`config.mk`:
```
export PLATFORM = sky130hd
export DESIGN_NAME = evc_phase_pwm
export DESIGN_NICKNAME = d
export VERILOG_FILES = /design/src/rtl/evc_pkg.sv /design/src/rtl/evc_sync.sv /design/src/rtl/evc_tick_gen.sv /design/src/rtl/evc_phase_ctr.sv /design/src/rtl/evc_pwm_ctr.sv /design/src/rtl/evc_phase_pwm.sv
export SDC_FILE = /design/constraint.sdc
export NUM_CORES = 1
export LEC_CHECK = 0
export BUFFER_PORTS_ARGS = -buffer_cell sky130_fd_sc_hd__buf_2
export CAP_MARGIN = 20
export CORE_ASPECT_RATIO = 0.6
export CORE_MARGIN = 2
export CORE_UTILIZATION = 30
export DETAILED_ROUTE_END_ITERATION = 10
export PLACE_DENSITY = 0.51
export SETUP_SLACK_MARGIN = 0.3
export SYNTH_ARGS = -nofsm -noshare
export SYNTH_HDL_FRONTEND = slang
export SYNTH_SLANG_ARGS = --single-unit
```
`constraint.sdc`:
```
create_clock -name clk -period 2 [get_ports clk]
set_input_delay 0.4 -clock clk [delete_from_list [all_inputs] [get_ports clk]]
set_output_delay 0.4 -clock clk [all_outputs]
set_load 0.05 [all_outputs]
```
`src/rtl/evc_pkg.sv`:
```
package evc_pkg;
   localparam int ADR_W = 3;

   localparam logic [ADR_W-1:0] ADR_PHASE = 3'd0;
   localparam logic [ADR_W-1:0] ADR_WIDTH = 3'd1;
   localparam logic [ADR_W-1:0] ADR_SKEW  = 3'd2;
   localparam logic [ADR_W-1:0] ADR_EVENT = 3'd3;
   localparam logic [ADR_W-1:0] ADR_CTRL  = 3'd4;
   localparam logic [ADR_W-1:0] ADR_STAT  = 3'd5;
   localparam logic [ADR_W-1:0] ADR_PCNT  = 3'd6;
   localparam logic [ADR_W-1:0] ADR_WCNT  = 3'd7;

   localparam int CTRL_W = 5;

   typedef enum logic [1:0] {
      SRC_SYS = 2'd0,
      SRC_DIV = 2'd1,
      SRC_EXT = 2'd2,
      SRC_OFF = 2'd3
   } clk_src_e;

   typedef struct packed {
      logic     irq2_en;
      logic     irq1_en;
      logic     gate_en;
      clk_src_e src;
   } ctrl_t;
endpackage

```
`src/rtl/evc_sync.sv`:
```
module evc_sync #(
   parameter int STAGES = 2
) (
   input  logic clk,
   input  logic rst_n,
   input  logic pin,
   output logic level
);
   logic [STAGES-1:0] chain_q;

   initial begin
      assert (STAGES >= 2) else $error("evc_sync: STAGES must be at least 2");
   end

   always_ff @(posedge clk or negedge rst_n) begin
      if (!rst_n) chain_q <= '0;
      else        chain_q <= {chain_q[STAGES-2:0], pin};
   end

   assign level = chain_q[STAGES-1];
endmodule

```
`src/rtl/evc_tick_gen.sv`:
```
module evc_tick_gen
   import evc_pkg::*;
#(
   parameter int DIV = 8
) (
   input  logic     clk,
   input  logic     rst_n,
   input  clk_src_e src,
   input  logic     gate_en,
   input  logic     gate_lvl,
   input  logic     ext_rise,
   output logic     tick
);
   localparam int PW = (DIV > 1) ? $clog2(DIV) : 1;
   localparam bit POW2 = ((1 << PW) == DIV);

   logic [PW-1:0] pre_q;
   logic          div_pulse;
   logic          base;

   initial begin
      assert (DIV >= 2) else $error("evc_tick_gen: DIV must be at least 2");
   end

   generate
      if (POW2) begin : g_pow2
         always_ff @(posedge clk or negedge rst_n) begin
            if (!rst_n) pre_q <= '0;
            else        pre_q <= pre_q + 1'b1;
         end
         assign div_pulse = &pre_q;
      end else begin : g_mod
         localparam logic [PW-1:0] LAST = PW'(DIV - 1);
         always_ff @(posedge clk or negedge rst_n) begin
            if (!rst_n)             pre_q <= '0;
            else if (pre_q == LAST) pre_q <= '0;
            else                    pre_q <= pre_q + 1'b1;
         end
         assign div_pulse = (pre_q == LAST);
      end
   endgenerate

   always_comb begin
      unique case (src)
         SRC_SYS: base = 1'b1;
         SRC_DIV: base = div_pulse;
         SRC_EXT: base = ext_rise;
         default: base = 1'b0;
      endcase
   end

   assign tick = base & ((src == SRC_EXT) | ~gate_en | gate_lvl);

   AST_DIV_SPACING: assert property (@(posedge clk) disable iff (!rst_n)
      div_pulse |=> !div_pulse);
   AST_OFF_SILENT: assert property (@(posedge clk) disable iff (!rst_n)
      (src == SRC_OFF) |-> !tick);
endmodule

```
`src/rtl/evc_phase_ctr.sv`:
```
module evc_phase_ctr #(
   parameter int CW = 8
) (
   input  logic          clk,
   input  logic          rst_n,
   input  logic          tick,
   input  logic          ref_clr,
   input  logic [CW-1:0] phase_val,
   input  logic [CW-1:0] event_val,
   output logic [CW-1:0] cnt,
   output logic          start,
   output logic          event_hit
);
   logic          armed_q;
   logic [CW-1:0] cnt_q;
   logic          step;

   assign step      = armed_q & tick & ~ref_clr;
   assign start     = step & (cnt_q == phase_val);
   assign event_hit = step & (cnt_q == event_val);
   assign cnt       = cnt_q;

   always_ff @(posedge clk or negedge rst_n) begin
      if (!rst_n) begin
         cnt_q   <= '0;
         armed_q <= 1'b0;
      end else if (ref_clr) begin
         cnt_q   <= '0;
         armed_q <= 1'b1;
      end else if (step) begin
         if (cnt_q == phase_val) armed_q <= 1'b0;
         else                    cnt_q   <= cnt_q + 1'b1;
      end
   end

   AST_PHASE_HOLD: assert property (@(posedge clk) disable iff (!rst_n)
      (!armed_q && !ref_clr) |=> $stable(cnt_q));
   AST_START_ONCE: assert property (@(posedge clk) disable iff (!rst_n)
      start |=> !start);
   AST_REF_CLEARS: assert property (@(posedge clk) disable iff (!rst_n)
      ref_clr |=> (cnt_q == '0));
endmodule

```
`src/rtl/evc_pwm_ctr.sv`:
```
module evc_pwm_ctr #(
   parameter int CW = 8
) (
   input  logic          clk,
   input  logic          rst_n,
   input  logic          tick,
   input  logic          start,
   input  logic [CW-1:0] width,
   input  logic [CW-1:0] skew,
   output logic [CW-1:0] cnt,
   output logic          pulse,
   output logic          trail_hit
);
   logic          run_q;
   logic          out_q;
   logic [CW-1:0] cnt_q;
   logic [CW-1:0] cnt_nx;
   logic          adv;

   assign cnt_nx    = cnt_q + 1'b1;
   assign adv       = run_q & tick & ~start;
   assign trail_hit = (start & (width == '0)) | (adv & (cnt_nx == width));
   assign cnt       = cnt_q;
   assign pulse     = out_q;

   always_ff @(posedge clk or negedge rst_n) begin
      if (!rst_n) begin
         cnt_q <= '0;
         run_q <= 1'b0;
         out_q <= 1'b0;
      end else if (start) begin
         cnt_q <= '0;
         run_q <= (width != '0);
         out_q <= (skew == '0) && (width != '0);
      end else if (adv) begin
         cnt_q <= cnt_nx;
         if (cnt_nx == width) begin
            run_q <= 1'b0;
            out_q <= 1'b0;
         end else if (cnt_nx == skew) begin
            out_q <= 1'b1;
         end
      end
   end

   AST_RISE_AT_SKEW: assert property (@(posedge clk) disable iff (!rst_n)
      $rose(out_q) |-> (cnt_q == $past(skew)));
   AST_FALL_AT_WIDTH: assert property (@(posedge clk) disable iff (!rst_n)
      ($fell(out_q) && !$past(start)) |-> (cnt_q == $past(width)));
   AST_IDLE_LOW: assert property (@(posedge clk) disable iff (!rst_n)
      !run_q |-> !out_q);
endmodule

```
`src/rtl/evc_phase_pwm.sv`:
```
module evc_phase_pwm
   import evc_pkg::*;
#(
   parameter int CW          = 8,
   parameter int DIV         = 8,
   parameter int SYNC_STAGES = 2
) (
   input  logic             clk,
   input  logic             rst_n,
   input  logic             reg_we,
   input  logic [ADR_W-1:0] reg_addr,
   input  logic [CW-1:0]    reg_wdata,
   output logic [CW-1:0]    reg_rdata,
   input  logic             ext_clk_pin,
   input  logic             gate_pin,
   input  logic             ref_pin,
   output logic             pwm_out,
   output logic             irq_evt1,
   output logic             irq_evt2
);
   localparam int PAD_W = CW - CTRL_W;

   initial begin
      assert (CW >= CTRL_W && CW <= 16) else $error("evc_phase_pwm: CW out of range");
   end

   logic [CW-1:0] phase_q, width_q, skew_q, event_q;
   ctrl_t         ctrl_q;
   logic          flag1_q, flag2_q;
   logic          ref_lvl, gate_lvl, ext_lvl;
   logic          ref_prev_q, ext_prev_q;
   logic          ref_rise, ext_rise;
   logic          tick, start, event_hit, trail_hit;
   logic [CW-1:0] pcnt, wcnt;
   logic          wr_stat;

   evc_sync #(.STAGES(SYNC_STAGES)) u_sync_ref  (.clk(clk), .rst_n(rst_n), .pin(ref_pin),     .level(ref_lvl));
   evc_sync #(.STAGES(SYNC_STAGES)) u_sync_gate (.clk(clk), .rst_n(rst_n), .pin(gate_pin),    .level(gate_lvl));
   evc_sync #(.STAGES(SYNC_STAGES)) u_sync_ext  (.clk(clk), .rst_n(rst_n), .pin(ext_clk_pin), .level(ext_lvl));

   always_ff @(posedge clk or negedge rst_n) begin
      if (!rst_n) begin
         ref_prev_q <= 1'b0;
         ext_prev_q <= 1'b0;
      end else begin
         ref_prev_q <= ref_lvl;
         ext_prev_q <= ext_lvl;
      end
   end

   assign ref_rise = ref_lvl & ~ref_prev_q;
   assign ext_rise = ext_lvl & ~ext_prev_q;

   evc_tick_gen #(.DIV(DIV)) u_tick (
      .clk(clk), .rst_n(rst_n), .src(ctrl_q.src), .gate_en(ctrl_q.gate_en),
      .gate_lvl(gate_lvl), .ext_rise(ext_rise), .tick(tick));

   evc_phase_ctr #(.CW(CW)) u_phase (
      .clk(clk), .rst_n(rst_n), .tick(tick), .ref_clr(ref_rise),
      .phase_val(phase_q), .event_val(event_q), .cnt(pcnt),
      .start(start), .event_hit(event_hit));

   evc_pwm_ctr #(.CW(CW)) u_pwm (
      .clk(clk), .rst_n(rst_n), .tick(tick), .start(start),
      .width(width_q), .skew(skew_q), .cnt(wcnt),
      .pulse(pwm_out), .trail_hit(trail_hit));

   assign wr_stat = reg_we && (reg_addr == ADR_STAT);

   always_ff @(posedge clk or negedge rst_n) begin
      if (!rst_n) begin
         phase_q <= '0;
         width_q <= '0;
         skew_q  <= '0;
         event_q <= '0;
         ctrl_q  <= '0;
      end else if (reg_we) begin
         case (reg_addr)
            ADR_PHASE: phase_q <= reg_wdata;
            ADR_WIDTH: width_q <= reg_wdata;
            ADR_SKEW:  skew_q  <= reg_wdata;
            ADR_EVENT: event_q <= reg_wdata;
            ADR_CTRL:  ctrl_q  <= ctrl_t'(reg_wdata[CTRL_W-1:0]);
            default: ;
         endcase
      end
   end

   always_ff @(posedge clk or negedge rst_n) begin
      if (!rst_n) begin
         flag1_q <= 1'b0;
         flag2_q <= 1'b0;
      end else begin
         flag1_q <= trail_hit | (flag1_q & ~(wr_stat & reg_wdata[0]));
         flag2_q <= event_hit | (flag2_q & ~(wr_stat & reg_wdata[1]));
      end
   end

   assign irq_evt1 = flag1_q & ctrl_q.irq1_en;
   assign irq_evt2 = flag2_q & ctrl_q.irq2_en;

   always_comb begin
      case (reg_addr)
         ADR_PHASE: reg_rdata = phase_q;
         ADR_WIDTH: reg_rdata = width_q;
         ADR_SKEW:  reg_rdata = skew_q;
         ADR_EVENT: reg_rdata = event_q;
         ADR_CTRL:  reg_rdata = {{PAD_W{1'b0}}, ctrl_q};
         ADR_STAT:  reg_rdata = {{(CW-2){1'b0}}, flag2_q, flag1_q};
         ADR_PCNT:  reg_rdata = pcnt;
         default:   reg_rdata = wcnt;
      endcase
   end

   AST_FLAG1_STICKY: assert property (@(posedge clk) disable iff (!rst_n)
      (flag1_q && !(wr_stat && reg_wdata[0])) |=> flag1_q);
   AST_FLAG1_CAUSE: assert property (@(posedge clk) disable iff (!rst_n)
      $rose(flag1_q) |-> $past(trail_hit));
   AST_FLAG2_CAUSE: assert property (@(posedge clk) disable iff (!rst_n)
      $rose(flag2_q) |-> $past(event_hit));
   AST_OUT_FALL_FLAG: assert property (@(posedge clk) disable iff (!rst_n)
      ($fell(pwm_out) && !$past(start)) |-> flag1_q);
endmodule

```
# Yosys cells after proc, flatten, opt, wreduce, memory -nomap -nowiden
# Cells that the tools add are included.
[totals]
mem_bits_rw = 0
register_bits = 69
memories = 0
wordCells = 105
romBits = 0
latchBits = 0
input_bits = 17
[op_classes]
reduce_logical = 22
div_mod_pow = 0
shifts = 0
n_mul = 0
n_eq_ne = 13
bitwise = 29
mux = 17
order_cmp = 0
addsub = 3
[op_table]
columns = ["cell", "n"]
rows = [
  ["case mux 8 bit (7 select lines)", 1],
  ["two-way mux 8 bit", 5],
  ["equality test 8 bit", 4],
  ["AND reduction 2 bit", 9],
  ["bitwise AND 1 bit", 17],
  ["adder 8 x 1 -> 8 bit (second input constant)", 2],
  ["logical NOT 8 bit", 2],
  ["two-way mux 1 bit", 10],
  ["equality test 3 bit (second input constant)", 3],
  ["nonzero test 2 bit", 4],
  ["nonzero test 8 bit", 1],
  ["NOT 1 bit", 7],
  ["equality test 3 x 2 -> 1 bit (second input constant)", 2],
  ["OR 1 bit", 5],
  ["adder 3 x 1 -> 3 bit (second input constant)", 1],
  ["equality test 3 x 1 -> 1 bit (second input constant)", 1],
  ["logical NOT 3 bit", 1],
  ["case mux 1 bit (3 select lines)", 1],
  ["AND reduction 3 bit", 1],
  ["nonzero test 3 bit", 1],
  ["equality test 2 x 1 -> 1 bit (second input constant)", 1],
  ["equality test 2 bit (second input constant)", 1],
  ["logical AND 1 bit", 2],
  ["logical NOT 2 bit", 1],
  ["!= test 2 x 1 -> 1 bit (second input constant)", 1],
]

# Depth between registers and ports, before layout
[logic_depth]
depth_word = 12
depth_mapped = 9
depth_no_buf = 8

# Modules after synthesis
# Synthesis repeated with hierarchy kept, for this count alone.
[hier_totals]
cells_unflattened = 343
hier_area_um2 = 3877.5
[modules_own_cells]
columns = ["mod", "instances", "area_each_um2", "seq_area_each_um2", "cells_each"]
rows = [
  ["evc_phase_pwm", 1, 2133.3, 1026.0, 169],
  ["evc_pwm_ctr", 1, 820.8, 250.2, 86],
  ["evc_phase_ctr", 1, 641.9, 225.2, 72],
  ["evc_sync", 3, 50.0, 50.0, 2],
  ["evc_tick_gen", 1, 131.4, 75.1, 10],
]

# Worst setup path before layout
# No wires, ideal clock.
[synth_path]
path_type = "input port to output port"
from = "in reg_addr[2]"
to = "out reg_rdata[2]"
path_buffers = 2
cell_stages = 6
path_slack_ns = -0.614
arrival_time_ns = 2.214
cell_sequence = "buf_2 clkbuf_1 a21oi_1 nor2_1 a32oi_1 o21ai_0"
[synth_between]
elab_chain_len = 2
word_cells_on_any_way = 8
cone_classes = "eq/ne (6); mux (1); reduce/logical (1)"
[synth_rtl]
columns = ["item", "line_no", "text"]
rows = [
  ["start, declared", "evc_phase_pwm.sv:11", "input logic [ADR_W-1:0] reg_addr,"],
  ["equality test 3 bit (tied with other cells)", "evc_phase_pwm.sv:103", "case (reg_addr)"],
  ["case mux 8 bit (7 select lines) (*)", "evc_phase_pwm.sv:103", ""],
  ["end, declared", "evc_phase_pwm.sv:13", "output logic [CW-1:0] reg_rdata,"],
]
# Mark *: on every way between the ends. The rest lies on a longest branch, timed or not.

# Worst setup path after layout
[layout_path]
from = "reg width_q[1]"
to = "out reg_rdata[1]"
[layout_between]
elab_chain_len = 1
[layout_rtl]
columns = ["item", "line_no", "text"]
rows = [
  ["start, declared", "evc_phase_pwm.sv:27", "logic [CW-1:0] phase_q, width_q, skew_q, event_q;"],
  ["start signal, assigned", "evc_phase_pwm.sv:80", "ADR_WIDTH: width_q <= reg_wdata;"],
  ["case mux 8 bit (7 select lines)", "evc_phase_pwm.sv:103", ""],
]
# Every way passes these cells.

==> results.yml <==
status:
  outcome: "finished, violations left"
  violations: "negative setup slack"
synthesis:
  yosys_warnings: 0
  syn_area_mm2: 0.00393
  synth_ff_type: "dfrtp_1"
  syn_avg_cell_area_um2: 10.2
  async_reset_ff_frac: 1.00
  synth-edff-count: 0
  yosys.area.top_type: "dfrtp_1"
  synth.area.top_cells: "dfrtp_1 44%, mux2_2 10%, xnor2_1 7.4%"
  synth_cells: 387
  yosysSeqAreaShare: 0.439
  synth_fp_nets: 408
  ys_ff_latch: 69
  synth_top_area_share: 0.439
  ys_types: 52
drt:
  postRouteAntennaNets: 0
  drt-initial-drc-count: 271
  drt-total-wl_mm: 12.8
  drc: 0
  route.vias.total: 3411
  via_per_inst: 5.18
  firstDrtPassIters: 5
  wire_per_inst_um: 19.5
die:
  dieHeight_um: 92.6
  die-width_um: 152
  rows: 32
  start_util: 0.307
  ioPinCount: 28
  core_area_mm2: 0.0128
  dieArea_mm2: 0.0141
timing:
  post-route-min-period_ns: 2.03
  rsz0062_at_grt: "yes"
  fin_crit_sh: 1.01
  setup_slack_ns: -0.0267
  fmax_ghz: 0.493
  setup_viol: 4
  slew_violations: 0
  hold_violations: 0
  slew_headroom: 0.635
  worst_pin_slew_ns: 0.546
  fin_skew_ns: 0.00728
final_layout:
  drive_gt1_frac: 0.536
  final_util: 0.456
  layout_common_cells: "66 x buf_4, 61 x dfrtp_1, 35 x mux2_2"
  final_cell_area_mm2: 0.00584
  final_nets: 505
  final_cells: 659
  regArea_mm2: 0.00174
  fillCellCount: 1221
  multi_input_area_mm2: 0.00258
  antenna_cells: 0
  final_common_cell: "buf_4"
  syn_to_final_growth_pct: 48.7
global_route:
  track_usage: 0.193
  grt_pass1_wl_mm: 19.9
  grt-ovfl-total: 0
  grt_pass1_vias: 3409
  grt_max_degree: 39
  grt_antenna_before_repair: 0
setup_path:
  critical-path-top-delay-family: "multiplexers"
  setup.worst_path.start_class: "register"
  reg2regPathDepth: 9
  path_buf_inv: 1
  cp_max_fo: 4
  path_class: "reg2out"
  cpPeakStageDelay_ns: 0.49
  cp_num_cells: 4
  slowest_stage: "mux4_2"
  critPathCaptureType: "output port"
  worstPathCellList: "mux4_2 > nand2_1 > nand2_4 > buf_6"
  arrival_ns: 1.63
  cp.required_ns: 1.60
placed_design:
  dp_hpwl_mm: 9.12
  place_ws_ns: -0.269
  place_area_mm2: 0.00474
  routabilityCongestion: 0.835
  port_buffers: 27
  place_inst: 611
clock_network:
  htree_levels: 3
  root_buffer: "clkbuf_16"
  cts_made_buffers: 9
  clkLatencyLatePin_ns: 0.35
  clock_sinks: 69
  path_clk_slew_ns: 0.06
  cts_buffer_depth: 2
  cts_tree: "built"
run:
  max_cap_viol_count: 0
power:
  power_w: 0.00631
  ir_worst_vdd_mv: 0.446
  leakage_nw: 2.38
  power_density_mw_per_mm2: 1080
hold_path:
  hp-class: "in2async"
metal layers:
metal	vias to the layer above	wire (µm)	track usage
met3	14	828	0.0512
li1	1567	-	-
met2	117	5230	0.256
met1	1713	6640	0.307
met4	0	139	0.0440
met5	-	0	0
area by class of cell:
type	instances	share of cell area
Multi-Input combinational cell	288	0.442
Sequential cell	69	0.297
Timing Repair Buffer	110	0.161
Clock buffer	11	0.0433
Tap cell	170	0.0364
Clock inverter	5	0.0141
Inverter	6	0.00621
path summary, 6_finish.rpt:
| path | from | slack [ns] | end |
|---|---|---|---|
| setup / recovery | width_q[1]$_DFFE_PN0P_ | -0.03 | reg_rdata[1] |
| hold / removal | rst_n | 0.02 | event_q[7]$_DFFE_PN0P_ |
| setup reg to reg | u_tick.pre_q[0]$_DFF_PN0_ | 0.04 | flag1_q$_DFF_PN0_ |
| hold reg to reg | u_sync_gate.chain_q[0]$_DFF_PN0_ | 0.35 | u_sync_gate.chain_q[1]$_DFF_PN0_ |
| max in group asynchronous | rst_n | 1.42 | u_phase.cnt[0]$_DFFE_PN0P_ |
| min in group clk | gate_pin | 0.16 | u_sync_gate.chain_q[0]$_DFF_PN0_ |
where the power goes:
part	internal (W)	switching [W]
registers	0.00168	0.000374
clock network	0.00116	0.000625
logic	0.00123	0.00123
total	0.00408	0.00223
repair_timing:
| action | CTS | global route |
|---|---|---|
| pin swaps | 39 | 26 |
| endpoints found under the setup margin | 29 | 30 |
| hold buffers | 0 | 0 |
| buffers inserted | 22 | 10 |
| hold endpoints to repair | 0 | 0 |
| cloned | 0 | 0 |
| resized for setup | 86 | 48 |
synth_stat cells (all sizes together), types with 4 or more instances:
library cell	number
a22oi	4
mux2i	4
nand2	33
nor2	38
nand3	9
dfrtp	69
nor3	9
nand2b	6
a31o	4
a21oi	17
xnor2	33
mux2	36
and3	5
clkbuf	7
xor2	10
nor2b	4
o21ai	21
inv	4
ha	4
nand4	10
buf	17
nor4	7
state kept, by name, indices dropped and copies added (netlist names), 2 cells and up:
register	cells
ctrl_q	5
event_q	8
phase_q	8
skew_q	8
u_phase.cnt	8
u_pwm.cnt	8
u_sync_ext.chain_q	2
u_sync_gate.chain_q	2
u_sync_ref.chain_q	2
u_tick.pre_q	3
width_q	8
metrics by stage:
| stage | setup TNS (ns) | hold slack, ns |
|---|---|---|
| 2_1_floorplan | 0 | 0.104 |
| 3_3_place_gp | -1.03 | 0.331 |
| 3_5_place_dp | -1.35 | 0.340 |
| 4_1_cts | -0.178 | 0.0206 |
| 5_1_grt | -0.575 | 0.0390 |
| 6_report | -0.0848 | 0.0191 |
worst reg2reg max path: stages (launching register included):
cell and delay [ns]:
dfrtp_1 0.35, ha_2 0.19, ha_4 0.13, inv_2 0.04
o21ai_4 0.19, nand3_4 0.18, nor4_4 0.32, buf_4 0.20
nor2b_4 0.18, a22oi_2 0.07
cell families (layout without fill, tap and decap cells):
logic type / after synthesis / after routing / synth area share
compound gates: 65 / 65 / 0.106
mux: 43 / 43 / 0.132
simple gates: 132 / 132 / 0.175
flops: 69 / 69 / 0.439
fa+ha+maj: 4 / 4 / 0.0127
buf+inv: 30 / 132 / 0.0341
xor+xnor: 44 / 44 / 0.102
Note: power is estimated with default switching activity, not from simulation.
